==> config.mk <==
export PLATFORM = sky130hd
export DESIGN_NAME = i2c_target_ctrl
export DESIGN_NICKNAME = d
export VERILOG_FILES = /design/src/rtl/i2c_tgt_pkg.sv /design/src/rtl/i2c_tgt_sync.sv /design/src/rtl/i2c_tgt_engine.sv /design/src/rtl/i2c_tgt_flags.sv /design/src/rtl/i2c_target_ctrl.sv
export SDC_FILE = /design/constraint.sdc
export NUM_CORES = 1
export LEC_CHECK = 0
export BUFFER_PORTS_ARGS = -buffer_cell sky130_fd_sc_hd__buf_2
export CAP_MARGIN = 30
export CORE_ASPECT_RATIO = 0.8
export CORE_MARGIN = 4
export CORE_UTILIZATION = 45
export CTS_CLUSTER_SIZE = 8
export DETAILED_ROUTE_END_ITERATION = 7
export PLACE_DENSITY = 0.72
export SLEW_MARGIN = 20
export SYNTH_ARGS = -nofsm -noshare
export SYNTH_HDL_FRONTEND = slang
export SYNTH_HIERARCHICAL = 1
export SYNTH_SLANG_ARGS = --single-unit
==> constraint.sdc <==
create_clock -name clk -period 3.6 [get_ports clk]
set_input_delay 0.72 -clock clk [delete_from_list [all_inputs] [get_ports clk]]
set_output_delay 0.72 -clock clk [all_outputs]
set_load 0.1 [all_outputs]
==> src/rtl/i2c_tgt_pkg.sv <==
package i2c_tgt_pkg;
  localparam int unsigned BYTE_W = 8;
  localparam int unsigned ADDR_W = 7;
  localparam int unsigned CNT_W  = $clog2(BYTE_W);

  localparam int unsigned FLG_BUSY  = 0;
  localparam int unsigned FLG_ACK   = 1;
  localparam int unsigned FLG_TERR  = 2;
  localparam int unsigned FLG_MATCH = 3;
  localparam int unsigned FLG_DIR   = 4;
  localparam logic [BYTE_W-1:0] FLG_MASK = 8'h1F;

  typedef enum logic [2:0] {
    ST_IDLE, ST_ADDR, ST_ACK_A, ST_RX, ST_ACK_R, ST_TX, ST_MACK
  } tgt_state_t;
endpackage

==> src/rtl/i2c_tgt_sync.sv <==
module i2c_tgt_sync #(
  parameter int unsigned STAGES = 2
) (
  input  logic clk,
  input  logic rst,
  input  logic scl_raw,
  input  logic sda_raw,
  output logic sda_s,
  output logic scl_rise,
  output logic scl_fall,
  output logic start_det,
  output logic stop_det
);
  logic [1:0] raw, cur, prv;
  assign raw = {scl_raw, sda_raw};

  for (genvar g = 0; g < 2; g++) begin : g_line
    logic [STAGES:0] sr;
    always_ff @(posedge clk) begin
      if (rst) sr <= '1;
      else     sr <= {sr[STAGES-1:0], raw[g]};
    end
    assign cur[g] = sr[STAGES-1];
    assign prv[g] = sr[STAGES];
  end

  assign sda_s     = cur[0];
  assign scl_rise  = cur[1] & ~prv[1];
  assign scl_fall  = ~cur[1] & prv[1];
  assign start_det = cur[1] & prv[1] & prv[0] & ~cur[0];
  assign stop_det  = cur[1] & prv[1] & ~prv[0] & cur[0];
endmodule

==> src/rtl/i2c_tgt_engine.sv <==
module i2c_tgt_engine
  import i2c_tgt_pkg::*;
(
  input  logic              clk,
  input  logic              rst,
  input  logic              en,
  input  logic              sda_s,
  input  logic              scl_rise,
  input  logic              scl_fall,
  input  logic              start_det,
  input  logic              stop_det,
  input  logic [ADDR_W-1:0] own_addr,
  input  logic [BYTE_W-1:0] tx_data,
  output logic [BYTE_W-1:0] rx_data,
  output logic              drive_low,
  output logic              ev_match,
  output logic              ev_ack,
  output logic              ev_err
);
  localparam logic [CNT_W-1:0] LAST = CNT_W'(BYTE_W - 1);

  tgt_state_t        st;
  logic [CNT_W-1:0]  cnt;
  logic [BYTE_W-1:0] sh;
  logic              drv, blk, rw_q, mack_q, live;
  logic [BYTE_W-1:0] in_byte;

  assign in_byte = {sh[BYTE_W-2:0], sda_s};
  assign live    = en & ~start_det & ~stop_det;

  assign ev_match = live & (st == ST_ADDR) & scl_rise & (cnt == LAST)
                  & (in_byte[BYTE_W-1:1] == own_addr);
  assign ev_ack   = live & scl_rise &
                    ((((st == ST_ACK_A) | (st == ST_ACK_R)) & drv) | (st == ST_MACK));
  assign ev_err   = live & (st == ST_TX) & scl_rise & ~blk & (sda_s != sh[BYTE_W-1]);

  assign drive_low = (((st == ST_ACK_A) | (st == ST_ACK_R)) & drv)
                   | ((st == ST_TX) & ~blk & ~sh[BYTE_W-1]);

  always_ff @(posedge clk) begin
    if (rst) rx_data <= '0;
    else if (en && st == ST_RX && scl_rise && cnt == LAST && !start_det && !stop_det)
      rx_data <= in_byte;
  end

  always_ff @(posedge clk) begin
    if (rst || !en) begin
      st <= ST_IDLE; cnt <= '0; sh <= '0; drv <= 1'b0; blk <= 1'b0;
      rw_q <= 1'b0; mack_q <= 1'b0;
    end else if (start_det) begin
      st <= ST_ADDR; cnt <= '0; drv <= 1'b0; blk <= 1'b0;
    end else if (stop_det) begin
      st <= ST_IDLE; drv <= 1'b0; blk <= 1'b0;
    end else begin
      unique case (st)
        ST_ADDR: if (scl_rise) begin
          sh  <= in_byte;
          cnt <= cnt + 1'b1;
          if (cnt == LAST) begin
            rw_q <= sda_s;
            st   <= ev_match ? ST_ACK_A : ST_IDLE;
          end
        end
        ST_ACK_A, ST_ACK_R: if (scl_fall) begin
          if (!drv) drv <= 1'b1;
          else begin
            drv <= 1'b0;
            cnt <= '0;
            if (st == ST_ACK_A && rw_q) begin
              st <= ST_TX; sh <= tx_data;
            end else st <= ST_RX;
          end
        end
        ST_RX: if (scl_rise) begin
          sh  <= in_byte;
          cnt <= cnt + 1'b1;
          if (cnt == LAST) st <= ST_ACK_R;
        end
        ST_TX: begin
          if (ev_err) blk <= 1'b1;
          if (scl_fall) begin
            sh  <= sh << 1;
            cnt <= cnt + 1'b1;
            if (cnt == LAST) begin
              st <= ST_MACK; blk <= 1'b0;
            end
          end
        end
        ST_MACK: begin
          if (scl_rise) mack_q <= sda_s;
          if (scl_fall) begin
            if (!mack_q) begin
              st <= ST_TX; sh <= tx_data; cnt <= '0;
            end else st <= ST_IDLE;
          end
        end
        default: ;
      endcase
    end
  end
endmodule

==> src/rtl/i2c_tgt_flags.sv <==
module i2c_tgt_flags
  import i2c_tgt_pkg::*;
(
  input  logic              clk,
  input  logic              rst,
  input  logic              en,
  input  logic              start_det,
  input  logic              stop_det,
  input  logic              ev_match,
  input  logic              ev_rw,
  input  logic              ev_ack,
  input  logic              ev_ackval,
  input  logic              ev_err,
  input  logic              wr,
  input  logic [BYTE_W-1:0] wdata,
  output logic [BYTE_W-1:0] flags
);
  logic [BYTE_W-1:0] nxt;

  always_comb begin
    nxt = flags & ~(wr ? wdata : '0);
    if (start_det) nxt[FLG_BUSY] = 1'b1;
    if (ev_match) begin
      nxt[FLG_MATCH] = 1'b1;
      nxt[FLG_DIR]   = ev_rw;
    end
    if (ev_err) nxt[FLG_TERR] = 1'b1;
    if (ev_ack) nxt[FLG_ACK]  = ev_ackval;
    nxt = nxt & FLG_MASK;
  end

  always_ff @(posedge clk) begin
    if (rst || !en || stop_det) flags <= '0;
    else                        flags <= nxt;
  end
endmodule

==> src/rtl/i2c_target_ctrl.sv <==
module i2c_target_ctrl
  import i2c_tgt_pkg::*;
#(
  parameter int unsigned SYNC_STAGES = 2
) (
  input  logic              clk,
  input  logic              rst,
  input  logic              en,
  input  logic [ADDR_W-1:0] own_addr,
  input  logic              scl_in,
  input  logic              sda_in,
  output logic              sda_oe,
  input  logic [BYTE_W-1:0] tx_data,
  output logic [BYTE_W-1:0] rx_data,
  input  logic              stat_wr,
  input  logic [BYTE_W-1:0] stat_wdata,
  output logic [BYTE_W-1:0] status,
  output logic              irq
);
  logic sda_s, scl_rise, scl_fall, start_det, stop_det;
  logic drive_low, ev_match, ev_ack, ev_err;

  i2c_tgt_sync #(.STAGES(SYNC_STAGES)) u_sync (
    .clk(clk), .rst(rst), .scl_raw(scl_in), .sda_raw(sda_in),
    .sda_s(sda_s), .scl_rise(scl_rise), .scl_fall(scl_fall),
    .start_det(start_det), .stop_det(stop_det)
  );

  i2c_tgt_engine u_eng (
    .clk(clk), .rst(rst), .en(en), .sda_s(sda_s),
    .scl_rise(scl_rise), .scl_fall(scl_fall),
    .start_det(start_det), .stop_det(stop_det),
    .own_addr(own_addr), .tx_data(tx_data), .rx_data(rx_data),
    .drive_low(drive_low), .ev_match(ev_match), .ev_ack(ev_ack), .ev_err(ev_err)
  );

  i2c_tgt_flags u_flags (
    .clk(clk), .rst(rst), .en(en),
    .start_det(start_det), .stop_det(stop_det),
    .ev_match(ev_match), .ev_rw(sda_s), .ev_ack(ev_ack), .ev_ackval(sda_s),
    .ev_err(ev_err), .wr(stat_wr), .wdata(stat_wdata), .flags(status)
  );

  always_ff @(posedge clk) begin
    if (rst || !en) begin
      sda_oe <= 1'b0;
      irq    <= 1'b0;
    end else begin
      sda_oe <= drive_low;
      irq    <= ev_ack;
    end
  end
endmodule

* After elaboration in Yosys (flattened, before gate mapping)
Cells that the tools add are included. W data, S select, Z words.
Storage, ports and cells: register bits 39, logic and storage cells 144, input port bits 29, output and inout port bits 18
Operators by class: bitwise gates (word level) 35, muxes and demuxes 39, eq/ne operators 30, $add $sub $neg 1, reductions and logical operators 25
Operators by type and width (count):
- $mux W8 | 7
- $mux W3 | 17
- $pmux W8 S4 | 1
- $reduce_and A10 Y1 | 3
- $ne A4 B2 Y1 const B | 6
- $and A1 B1 Y1 | 22
- $pmux W3 S5 | 1
- $ne A2 B2 Y1 const B | 7
- $eq A3 B3 Y1 const B | 4
- $ne A4 B1 Y1 const B | 3
- $pmux W3 S4 | 1
- $ne A2 B1 Y1 const B | 5
- $mux W1 | 9
- $not A1 Y1 | 8
- $reduce_and A8 Y1 | 1
- $eq A7 B7 Y1 | 1
- $reduce_bool A7 Y1 | 1
- $eq A3 B2 Y1 const B | 2
- $logic_and A1 B1 Y1 | 6
- $reduce_or A2 Y1 | 3
- $and A5 B5 Y5 | 1
- $mux W5 | 1
- $not A5 Y5 | 1
- $reduce_and A5 Y1 | 1
- other kinds (12) | 18

* Logic depth before layout (Yosys ltp)
word-level depth 16, depth in mapped cells 7, gate-level depth less buffers 6

* Cells and area by module
Netlist, hierarchy kept.
By module, submodules not included:
- i2c_tgt_engine | cells an instance 174, area an instance 1584.0 µm², seq. area each 520.5 µm², instances 1
- i2c_tgt_flags | cells an instance 27, area an instance 222.7 µm², seq. area each 100.1 µm², instances 1
- i2c_tgt_sync | cells an instance 16, area an instance 190.2 µm², seq. area each 120.1 µm², instances 1
- i2c_target_ctrl | cells an instance 4, area an instance 57.6 µm², seq. area each 40.0 µm², instances 1

* Worst setup path before layout
OpenSTA, ideal clock, no wires.
path kind in2reg, start point input own_addr[4], end point register u_flags.flags[4], required time 3.480 ns, buffers on the path 0, setup time 0.120 ns, cell stages on the path 6, path slack 1.737 ns, arrival time 1.744 ns, cells stage by stage xor2_1 -> nor4_1 -> nand3_1 -> nor3b_1 -> nand3b_1 -> a21oi_2
On the way: cells in the longest elaborated chain, start to end 3
Ends and longest elaborated chain:
- start, declared | line i2c_target_ctrl.sv:9 | input logic [ADDR_W-1:0] own_addr,
- $eq A7 B7 Y1 | line i2c_tgt_engine.sv:32 | & (in_byte[BYTE_W-1:1] == own_addr);
- $and A1 B1 Y1 | line i2c_tgt_engine.sv:32
- via ev_match | line i2c_target_ctrl.sv:21 | logic drive_low, ev_match, ev_ack, ev_err;
- $mux W2 | line i2c_tgt_flags.sv:23 | if (ev_match) begin
- end signal, assigned | line i2c_tgt_flags.sv:34 | else flags <= nxt;
- end, declared | line i2c_tgt_flags.sv:16 | output logic [BYTE_W-1:0] flags
The timed path passes the listed nets, and every way through them passes these cells. A chain may end at the register's enable or synchronous reset.

* Worst setup path after layout
start point register u_sync.g_line[0].sr[1], end point register u_flags.flags[4]
On the way: cells in the longest elaborated chain, start to end 10, elaborated cells on any way between the ends 13, those cells by class mux (1); bitwise (11); reduce/logical (1)
Ends and longest elaborated chain:
- start, declared | line i2c_tgt_sync.sv:18 | logic [STAGES:0] sr;
- start signal, assigned | line i2c_tgt_sync.sv:21 | else sr <= {sr[STAGES-1:0], raw[g]};
- $not A1 Y1 | line i2c_tgt_sync.sv:30 | assign start_det = cur[1] & prv[1] & prv[0] & ~cur[0];
- $and A1 B1 Y1 | line i2c_tgt_sync.sv:30
- via start_det | line i2c_target_ctrl.sv:20 | logic sda_s, scl_rise, scl_fall, start_det, stop_det;
- $not A1 Y1 (no line)
- $and A1 B1 Y1 (2 in series) | line i2c_tgt_engine.sv:29 | assign live = en & ~start_det & ~stop_det;
- $and A1 B1 Y1 (3 in series) | line i2c_tgt_engine.sv:31 | assign ev_match = live & (st == ST_ADDR) & scl_rise & (cnt == LAST)
- $and A1 B1 Y1 | line i2c_tgt_engine.sv:32
- via ev_match | line i2c_target_ctrl.sv:21
- $mux W2 | line i2c_tgt_flags.sv:23
The timed path passes the listed nets, and every way through them passes these cells.

==> results by group <==
Status
  • Status: completed

STA
  • F_max: roughly 480 MHz
  • Max-slew violations: 0
  • RSZ-0062 raised after global routing: false
  • Tcrit/Tclk final: about three fifths
  • Final WS setup: 1.51 ns
  • Hold Fails Final Rpt: 0
  • Clock Skew: 0.00468 ns
  • Final setup TNS: 0 ns
  • Fin crit period: 2.09 ns
  • Worst slew pin tran: 0.673 ns
  • Slew HR: 55.1%
  • Final Setup Violations: 0

CTS
  • Post-CTS Hold Buffers: 0
  • Clock sink total: 39
  • Reg clk slew, reported paths: 0.07 ns
  • PostCTS Resize Cnt: 0
  • Clock latency on the worst-skew pair: 0.28 ns
  • Setup Fix Bufs, Post-CTS: 0
  • Max Root-Sink Buffers: 2
  • Clock root cell: clkbuf_8
  • Total CTS buffers: 5
  • Htree depth: 2
  • TritonCTS clock tree: yes

Synthesis
  • Area leader, netlist: dfxtp_1
  • Compound-Gate Fraction of Synth Area: 8.22%
  • Synth Cell Area: 2050 um2
  • Sequential share of the synthesized area: a little under two fifths
  • Syn Inst Count: 221
  • Synth top area share: 38.0%
  • Synth Area in XOR/XNOR: 4.26%
  • Simple-gate portion of the synthesized area: 29.2%
  • Yosys cell types: 50
  • Synth top area cells: dfxtp_1, mux2i_1, nand2_1, mux2_2, xor2_1
  • Main combinational cell family by area after synthesis: simple AND/OR/NAND/NOR gates
  • Syn. warnings: 6
  • Ys async rst share: 0%
  • Number of synthesized flops with an enable pin: 0
  • Ys flop type: dfxtp_1
  • Seq cells post-synth: 39
  • Post-synthesis mux area share: between 10% and 20%
  • Post-Synth Adder-Cell Area: 2.38%
  • Syn_area_per_cell: 9.30 um2

Routing
  • Starting DRC count in detailed routing: 94
  • Routed Antenna Nets: 0
  • DR WL/cell: 13.5 um
  • Pre-antenna DRT Iters: 4
  • # DRC: 0
  • DR vias: 1,641
  • Vias per cell: 5.18
  • Drt total wl: 4260 um

Floorplanning
  • Core footprint: 4280 um2
  • I/O Pins: 47
  • Initial Util: 48.0%
  • Die area: between 5000 and 6000 um2
  • Die width: 83.5 um
  • Row Count: 21
  • DIE HEIGHT: 68.4 um

Critical path
  • Reg-to-reg endpoint: u_flags/flags[4]
  • CP top delay family: simple AND/OR/NAND/NOR gates
  • Worst path bufs/invs: 0
  • Cell-by-cell trace of the critical path: and4b_1 -> and4bb_2 -> and2_1 -> nor3b_1 -> nand2_1 -> a21oi_2
  • Worst path slowest cell: dfxtp_1
  • R2r setup slk: about 1.5 ns
  • Worst r2r src: u_sync/g_line[0].sr[1]
  • Setup CP Type: reg2reg
  • Crit. End Element: flop
  • Maximum fanout along the worst path: 10
  • CP required: 3.81 ns
  • CP max stage delay: 0.52 ns
  • Reg2Reg Depth: 6
  • Worst Setup Start Kind: flop
  • Critical path arrival: 2.30 ns

Global route
  • GRT Util Overall: 15.2%
  • Vias in the first global route: 1,459
  • Gr ovfl total: 0
  • First-pass GRT wire length: 6980 um
  • Antenna violations before repair: 0
  • Largest net degree at the start of global routing: 22

Cells and area
  • ANT cells: 0
  • Commonest cells after routing, fill and taps aside: buf_2, dfxtp_1, nand2_1
  • Share of cells above drive strength 1: 26.2%
  • Final #Nets: 292
  • Most common cell after layout, fill and taps aside: buf_2
  • Area Growth Syn to Fin: 15.2%
  • Final design utilization: 55.3%

Power
  • Sw Share: 23.1%
  • PwrDens: 334 nW/um2
  • Max VDD drop: approximately 0.27 mV
  • Switching power: 183 uW
  • Static leakage: between 1 and 1.5 nW
  • Comb pwr share: 8.4%
  • Clock power frac: a little over a third
  • Internal Power: ~600 uW
  • Flop pwr share: 55.3%

Min path
  • Min-delay src: u_sync/g_line[1].sr[0]
  • Hold Crit Depth: 1
  • Hold Crit Class: reg2reg
  • Hold worst-path end: u_sync/g_line[1].sr[1]

Placed design
  • RePlAce Congestion: 0.885
  • Port bufs: 40
  • Post-DP HPWL: between 3000 and 4000 um
  • Pre-CTS setup slack: 1.33 ns

Flow run
  • Maxcap violations: 0
final cells by class:
type	instances	area [um2]
clock inverter	1	5.00
sequential	39	781
multi-input combinational	170	1200
fill	382	1920
timing repair buffer	42	215
clock buffer	6	82.6
tap	57	71.3
inverter	2	7.51
cell families after synthesis:
group	Yosys count
muxes	28
adders and majority gates	4
xor gates and xnor gates	10
and+or+nand+nor	104
DFF	39
AOI/OAI and AO/OA	21
other	1
buffers and inverters	14
power by group through the flow:
stage / Combinational [mW] / Sequential [mW] / Clock (mW)
finish: 0.0667 / 0.438 / 0.287
floorplan: 0.0457 / 0.448 / 0
CTS: 0.0667 / 0.438 / 0.298
global route: 0.0724 / 0.438 / 0.318
detailed placement: 0.0664 / 0.448 / 0
global placement: 0.0657 / 0.448 / 0
synth_stat cells (2+ instances only):
cell type and instances:
inv_1 2, xor2_1 9, buf_2 4, and2_1 2
and3_1 2, and3b_1 4, buf_4 3, mux2i_1 21
o21ai_0 3, nand4_1 2, nand3b_1 4, nand3_1 7
nor3b_1 6, clkbuf_1 4, o21a_1 2, ha_1 3
nor2b_1 5, o2bb2ai_1 2, a21oi_2 2, and4b_1 3
or2_1 6, nor2_1 18, nand2_1 32, nor3_1 3
dfxtp_1 39, mux2_2 7, a21oi_1 3
worst max path at each step:
stage                                      start               end  slack [ns]  cells past startpoint
after floorplan                      own_addr[4]  u_flags/flags[4]        1.74                      6
after global placement               own_addr[4]  u_flags/flags[4]        1.33                      7
after detailed placement             own_addr[4]  u_flags/flags[4]        1.33                      7
after CTS                 u_sync/g_line[0].sr[1]  u_flags/flags[4]        1.47                      6
after global routing      u_sync/g_line[0].sr[1]  u_flags/flags[4]        1.35                      6
final                     u_sync/g_line[0].sr[1]  u_flags/flags[4]        1.51                      6
layer usage:
| metal | part of all wire, % | track usage [%] | vias to the layer above |
|---|---|---|---|
| met3 | 4.6 | 3.25 | 4 |
| met5 | 0 | 0 | - |
| li1 | - | - | 848 |
| met2 | 45 | 25.5 | 34 |
| met4 | 0.33 | 3.82 | 0 |
| met1 | 50 | 20.2 | 755 |
flip-flops by register name, indices dropped and copies added (netlist names):
| name | count |
|---|---|
| irq | 1 |
| sda_oe | 1 |
| u_eng/blk | 1 |
| u_eng/cnt | 3 |
| u_eng/drv | 1 |
| u_eng/mack_q | 1 |
| u_eng/rw_q | 1 |
| u_eng/rx_data | 8 |
| u_eng/sh | 8 |
| u_eng/st | 3 |
| u_flags/flags | 5 |
| u_sync/g_line.sr | 6 |
through the flow:
stage	std cells	hold slack (ns)	area (um2)	total power [mW]
6_report	317	0.403	2370	0.792
3_5_place_dp	310	0.389	2280	0.514
4_1_cts	317	0.405	2370	0.803
5_1_grt	317	0.429	2370	0.829
3_3_place_gp	310	0.385	2280	0.513
2_1_floorplan	223	0.383	2060	0.493
Power figures use the tool's default switching activity.
